`src/rtl/uart_rx_pkg.sv`:
```
package uart_rx_pkg;

  typedef enum logic [2:0] {
    ST_IDLE,
    ST_START,
    ST_DATA,
    ST_PAR,
    ST_STOP
  } rx_state_t;

  // Parity bit a correct sender places after the data.
  function automatic logic exp_par_bit(input logic [7:0] data, input logic odd);
    return (^data) ^ odd;
  endfunction

  // 1 when the received parity bit disagrees with the data.
  function automatic logic par_mismatch(input logic [7:0] data, input logic pbit,
                                        input logic odd);
    return pbit != exp_par_bit(data, odd);
  endfunction

endpackage

```
`src/rtl/rx_line_sync.sv`:
```
module rx_line_sync #(
  parameter int STAGES = 2
) (
  input  logic clk,
  input  logic rst_n,
  input  logic din,
  output logic dout
);
  logic [STAGES-1:0] chain;

  generate
    for (genvar g = 0; g < STAGES; g++) begin : g_stage
      always_ff @(posedge clk or negedge rst_n) begin
        if (!rst_n) chain[g] <= 1'b1;
        else if (g == 0) chain[g] <= din;
        else chain[g] <= chain[(g == 0) ? 0 : g-1];
      end
    end
  endgenerate

  assign dout = chain[STAGES-1];
endmodule

```
`src/rtl/rx_frame.sv`:
```
module rx_frame
  import uart_rx_pkg::*;
#(
  parameter int DATA_W = 8,
  parameter int OVS    = 16
) (
  input  logic              clk,
  input  logic              rst_n,
  input  logic              tick,
  input  logic              line,
  input  logic              en,
  input  logic              par_en,
  output logic              done_o,
  output logic [DATA_W-1:0] data_o,
  output logic              stop_o,
  output logic              pbit_o,
  output logic              par_used_o
);
  localparam int CNT_W = $clog2(OVS);
  localparam int IDX_W = $clog2(DATA_W + 1);
  localparam logic [CNT_W-1:0] MID_CNT  = CNT_W'(OVS/2 - 1);
  localparam logic [CNT_W-1:0] LAST_CNT = CNT_W'(OVS - 1);
  localparam logic [IDX_W-1:0] LAST_IDX = IDX_W'(DATA_W - 1);

  rx_state_t        state;
  logic [CNT_W-1:0] cnt;
  logic [IDX_W-1:0] idx;
  logic             at_mid;
  logic             at_full;

  assign at_mid  = tick && (cnt == MID_CNT);
  assign at_full = tick && (cnt == LAST_CNT);

  always_ff @(posedge clk or negedge rst_n) begin
    if (!rst_n) begin
      state      <= ST_IDLE;
      cnt        <= '0;
      idx        <= '0;
      data_o     <= '0;
      stop_o     <= 1'b1;
      pbit_o     <= 1'b0;
      par_used_o <= 1'b0;
      done_o     <= 1'b0;
    end else begin
      done_o <= 1'b0;
      if (!en) begin
        state <= ST_IDLE;
        cnt   <= '0;
      end else if (tick) begin
        unique case (state)
          ST_IDLE: begin
            cnt <= '0;
            if (!line) state <= ST_START;
          end
          ST_START: begin
            if (at_mid) begin
              cnt   <= '0;
              idx   <= '0;
              state <= line ? ST_IDLE : ST_DATA;
            end else cnt <= cnt + 1'b1;
          end
          ST_DATA: begin
            if (at_full) begin
              cnt    <= '0;
              data_o <= {line, data_o[DATA_W-1:1]};
              if (idx == LAST_IDX) begin
                par_used_o <= par_en;
                state      <= par_en ? ST_PAR : ST_STOP;
              end else idx <= idx + 1'b1;
            end else cnt <= cnt + 1'b1;
          end
          ST_PAR: begin
            if (at_full) begin
              cnt    <= '0;
              pbit_o <= line;
              state  <= ST_STOP;
            end else cnt <= cnt + 1'b1;
          end
          ST_STOP: begin
            if (at_full) begin
              cnt    <= '0;
              stop_o <= line;
              done_o <= 1'b1;
              state  <= ST_IDLE;
            end else cnt <= cnt + 1'b1;
          end
          default: state <= ST_IDLE;
        endcase
      end
    end
  end
endmodule

```
`src/rtl/rx_status.sv`:
```
module rx_status #(
  parameter int DATA_W = 8
) (
  input  logic              clk,
  input  logic              rst_n,
  input  logic              done,
  input  logic [DATA_W-1:0] data,
  input  logic              frm_evt,
  input  logic              par_evt,
  input  logic              rd,
  input  logic              clr_ovr,
  input  logic              clr_frm,
  input  logic              clr_par,
  output logic [DATA_W-1:0] rdata_o,
  output logic              full_o,
  output logic              ovr_o,
  output logic              frm_o,
  output logic              par_o,
  output logic              xfer_o,
  output logic              ovr_evt_o
);
  logic full_eff;

  assign full_eff  = full_o && !rd;
  assign xfer_o    = done && !full_eff;
  assign ovr_evt_o = done && full_eff;

  always_ff @(posedge clk or negedge rst_n) begin
    if (!rst_n) begin
      rdata_o <= '0;
      full_o  <= 1'b0;
      ovr_o   <= 1'b0;
      frm_o   <= 1'b0;
      par_o   <= 1'b0;
    end else begin
      if (xfer_o) rdata_o <= data;
      full_o <= xfer_o || full_eff;
      ovr_o  <= ovr_evt_o || (ovr_o && !clr_ovr);
      frm_o  <= frm_evt   || (frm_o && !clr_frm);
      par_o  <= par_evt   || (par_o && !clr_par);
    end
  end
endmodule

```
`src/rtl/uart_rx_gate.sv`:
```
module uart_rx_gate
  import uart_rx_pkg::*;
#(
  parameter int DATA_W      = 8,
  parameter int OVS         = 16,
  parameter int SYNC_STAGES = 2
) (
  input  logic              clk,
  input  logic              rst_n,
  input  logic              rxd_i,
  input  logic              tick16_i,
  input  logic              par_en_i,
  input  logic              par_odd_i,
  input  logic              rx_en_i,
  input  logic              rd_data_i,
  input  logic              clr_ovr_i,
  input  logic              clr_frm_i,
  input  logic              clr_par_i,
  output logic [DATA_W-1:0] rdata_o,
  output logic              full_o,
  output logic              ovr_o,
  output logic              frm_err_o,
  output logic              par_err_o,
  output logic              line_o
);
  logic              line_s;
  logic              frame_done;
  logic [DATA_W-1:0] frame_data;
  logic              stop_bit;
  logic              par_bit;
  logic              par_used;
  logic              frm_evt;
  logic              par_evt;
  logic              xfer_ok;
  logic              ovr_evt;

  rx_line_sync #(.STAGES(SYNC_STAGES)) u_sync (
    .clk(clk), .rst_n(rst_n), .din(rxd_i), .dout(line_s)
  );

  rx_frame #(.DATA_W(DATA_W), .OVS(OVS)) u_frame (
    .clk(clk), .rst_n(rst_n), .tick(tick16_i), .line(line_s),
    .en(rx_en_i), .par_en(par_en_i), .done_o(frame_done),
    .data_o(frame_data), .stop_o(stop_bit), .pbit_o(par_bit),
    .par_used_o(par_used)
  );

  assign frm_evt = frame_done && !stop_bit;
  assign par_evt = frame_done && par_used &&
                   par_mismatch(8'(frame_data), par_bit, par_odd_i);

  rx_status #(.DATA_W(DATA_W)) u_stat (
    .clk(clk), .rst_n(rst_n), .done(frame_done), .data(frame_data),
    .frm_evt(frm_evt), .par_evt(par_evt), .rd(rd_data_i),
    .clr_ovr(clr_ovr_i), .clr_frm(clr_frm_i), .clr_par(clr_par_i),
    .rdata_o(rdata_o), .full_o(full_o), .ovr_o(ovr_o), .frm_o(frm_err_o),
    .par_o(par_err_o), .xfer_o(xfer_ok), .ovr_evt_o(ovr_evt)
  );

  assign line_o = line_s;
endmodule

```
`config.mk`:
```
export PLATFORM = sky130hd
export DESIGN_NAME = uart_rx_gate
export DESIGN_NICKNAME = d
export VERILOG_FILES = /design/src/rtl/uart_rx_pkg.sv /design/src/rtl/rx_line_sync.sv /design/src/rtl/rx_frame.sv /design/src/rtl/rx_status.sv /design/src/rtl/uart_rx_gate.sv
export SDC_FILE = /design/constraint.sdc
export NUM_CORES = 1
export LEC_CHECK = 0
export ABC_AREA = 1
export CAP_MARGIN = 0
export CORE_UTILIZATION = 50
export DETAILED_ROUTE_END_ITERATION = 16
export DONT_BUFFER_PORTS = 1
export GPL_TIMING_DRIVEN = 0
export PLACE_DENSITY = 0.62
export SLEW_MARGIN = 15
export SYNTH_ARGS = -nofsm -noshare
export SYNTH_HDL_FRONTEND = slang
export SYNTH_SLANG_ARGS = --single-unit
```
`constraint.sdc`:
```
create_clock -name clk -period 2.1 [get_ports clk]
set_input_delay 0.105 -clock clk [delete_from_list [all_inputs] [get_ports clk]]
set_output_delay 0.105 -clock clk [all_outputs]
set_load 0.02 [all_outputs]
```
==> results.sh <==
export IMPL_cts_sinks=37
export IMPL_finalSetupTns_ns=0
export IMPL_finClkSkew_ns=0.00728
export IMPL_cts_made_buffers=5
export IMPL_dr_pass1_iters=4
export IMPL_worst_setup_path_type="flop to flop"
export IMPL_num_rows=22
export IMPL_gp_congestion=0.810
export IMPL_crit_path_end="u_frame.data_o[4]$_DFFE_PN0P_"
export IMPL_yosys_area_top_type="dfrtp_1"
export IMPL_synth_warnings=0
export IMPL_antenna_left=0
export IMPL_area_growth_pct=12.7
export IMPL_die_width_um=63.6
export IMPL_start_util_pct=51.8
export IMPL_place_inst=283
export IMPL_clockBufferDepth=2
export IMPL_track_usage_pct=20.6
export IMPL_cts_resized_gates=0
export IMPL_grt_pass1_wl_um=6410
export IMPL_placed_area_mm2=0.00196
export IMPL_io_buffers=0
export IMPL_clock_root_buffer="clkbuf_8"
export IMPL_crit_arrival_ns=1.85
export IMPL_yosysUniqueCellTypes=31
export IMPL_drive_above_1_share_pct=15.2
export IMPL_cpPeakStageDelay_ns=0.41
export IMPL_ys_top_cells_by_area="dfrtp_1 (45%), nand2_1 (16%), inv_1 (5.9%), o21ai_2 (5.1%), dfstp_2 (4.2%)"
export IMPL_final_area_mm2=0.00214
export IMPL_cp_slowest_cell="dfrtp_1"
export IMPL_ir_drop_v=0.000373
export IMPL_viasPerCell=4.93
export IMPL_cp_end_kind="flop"
export IMPL_crit_path_start_kind="flop"
export IMPL_relSlewSlack_pct=77.2
export IMPL_path_cells="ha_1, nand3_1, nor2_2, nand2_2, buf_6, nand2_1, o21ai_2"
export IMPL_drcViolationCount=0
export IMPL_powerDensity_mw_per_mm2=762
export IMPL_syn_avg_cell_area_um2=8.08
export IMPL_critPathRequiredTime_ns=2.28
export IMPL_tightest_slew_ns=0.343
export IMPL_synth_top_area_share_pct=44.8
export IMPL_final_cell_mix="nand2_1 (81), dfrtp_1 (34), inv_1 (30)"
export IMPL_antenna_found_initial=0
export IMPL_syn_nets=248
export IMPL_drtIter0Drc=99
export IMPL_overflow=0
export IMPL_status="completed"
export IMPL_grt_pass1_vias=1469
export IMPL_drt_wl_total_um=3460
export IMPL_ys_ff_latch=37
export IMPL_fmax_mhz=600
export IMPL_nFillCells=341
export IMPL_holdCritPathClass="input pin to flop"
export IMPL_post_route_period_util_pct=79.3
export IMPL_insertion_delay_ns=0.29
export IMPL_grt_start_max_net_pins=38
export IMPL_diodes=0
export IMPL_htreeDepth=2
export IMPL_rr_startpoint="u_frame.cnt[0]$_DFFE_PN0P_"
export IMPL_io_pins=24
export IMPL_finalSetupViolCount=0
export IMPL_synthCells=235
export IMPL_tritoncts="yes"
export IMPL_die_area_mm2=0.00405
export IMPL_r2r_slack_ns=0.43
export IMPL_die_y_um=63.6
export IMPL_startpoint="u_frame.cnt[0]$_DFFE_PN0P_"
export IMPL_syn_area_mm2=0.00190
export IMPL_path_max_fanout=10
export IMPL_nets=262
export IMPL_dpl_hpwl_um=2480
export IMPL_core_area_mm2=0.00366
export IMPL_yosysSeqAreaShare_pct=49.0
export IMPL_post_cts_setup_buffers=0
export IMPL_maxCapViolations=0
export IMPL_min_period_ns=1.67
export IMPL_slew_violations=0
export IMPL_rsz0062_at_grt="no"
export IMPL_leakage_nw=1.05
export IMPL_crit_reg2reg_capture="u_frame.data_o[4]$_DFFE_PN0P_"
export IMPL_reg2regPathDepth=7
export IMPL_routedWlPerCell_um=11.6
export IMPL_hold_violations=0
export IMPL_final_common_cell="nand2_1"
export IMPL_vias=1470
export IMPL_instances_no_fill=298
export IMPL_path_clk_slew_ns=0.08
routing by layer:
layer | track usage [%] | wire (um) | vias up
met2 | 34.6 | 1640 | 30
met1 | 24.0 | 1610 | 653
met5 | 0 | 0 | -
met4 | 9.09 | 85 | 0
met3 | 6.16 | 129 | 10
li1 | - | - | 777
kinds of logic after synthesis:
kind of cell | after synthesis | share of synthesized area (%)
AO/OA/AOI/OAI | 38 | 12.7
AND/OR/NAND/NOR | 119 | 27.8
buffers and inverters | 35 | 7.32
XOR/XNOR | 3 | 1.38
multiplexers | 1 | 0.593
flip-flops | 37 | 49.0
adder cells (fa/ha/maj) | 2 | 1.32
synthesized netlist by cell type:
master,count
a21oi_1,2
a22oi_1,1
a31oi_1,1
buf_6,1
clkbuf_1,1
clkinv_1,1
dfrtp_1,34
dfstp_2,3
ha_1,2
inv_1,30
inv_2,2
mux2_2,1
nand2_1,81
nand2_2,4
nand2_4,1
nand3_1,13
nand3_4,1
nand4_1,1
nand4_2,1
nor2_1,10
nor2_2,3
nor2_4,1
nor3_1,1
nor4_1,1
o21ai_0,11
o21ai_1,8
o21ai_2,11
o22ai_1,4
or2_0,1
xnor2_1,1
xor2_1,2
area by class of cell:
cell class                      instances  area, um2  area share (%)
Timing Repair Buffer                    7       80.1            3.74
Inverter                               33        124            5.79
Clock inverter                          1       5.00           0.234
Multi-Input combinational cell        163        830            38.8
Sequential cell                        37        930            43.5
Clock buffer                            7       96.3            4.50
Buffer                                  2       15.0           0.702
Tap cell                               48       60.1            2.81
critical path: cells and delay by family, from the launching register on:
family,cells,cell delay [ns]
AO/OA/AOI/OAI,1,0.05
adder cells (fa/ha/maj),1,0.22
buffers and inverters,1,0.18
flip-flops,1,0.41
AND/OR/NAND/NOR,4,0.69
flip-flops by register name (all words and copies together) (netlist names), 3 cells and up:
name            count
u_frame.data_o      8
u_stat.rdata_o      8
u_frame.cnt         4
u_frame.idx         4
u_frame.state       3
report_power, final:
| part | internal (mW) | total (mW) | leakage [nW] | switching [mW] |
|---|---|---|---|---|
| Sequential | 0.746 | 0.792 | 0.505 | 0.0464 |
| Combinational | 0.107 | 0.297 | 0.486 | 0.189 |
| Clock | 0.297 | 0.542 | 0.0542 | 0.246 |
stage by stage:
| step | setup slack [ns] | power [mW] | hold WS (ns) | utilization (%) |
|---|---|---|---|---|
| CTS | 0.437 | 1.65 | 0.00642 | 58.4 |
| detailed placement | 0.463 | 1.08 | -0.190 | 53.5 |
| global route | 0.304 | 1.72 | 0.0167 | 58.4 |
| global placement | 0.435 | 1.08 | -0.190 | 53.5 |
| floorplan | 0.661 | 1.03 | -0.191 | - |
| finish | 0.434 | 1.63 | 0.00833 | 58.4 |
worst min path at each step:
stage	start	end	slack, ns	depth (start not counted)
after global placement	rst_n	u_stat.rdata_o[4]$_DFFE_PN0P_	-0.19	0
after detailed placement	rst_n	u_frame.data_o[2]$_DFFE_PN0P_	-0.19	0
after floorplan	rst_n	u_frame.cnt[0]$_DFFE_PN0P_	-0.19	0
after global routing	rd_data_i	u_stat.full_o$_DFF_PN0_	0.02	3
final	rd_data_i	u_stat.full_o$_DFF_PN0_	0.008	3
after CTS	rd_data_i	u_stat.full_o$_DFF_PN0_	0.006	3
repair_timing:
item | CTS | global route
endpoints found under the setup margin | 0 | 0
endpoints found under the hold margin | 43 | 0
hold buffers | 7 | 0
Power figures use the tool's default switching activity.
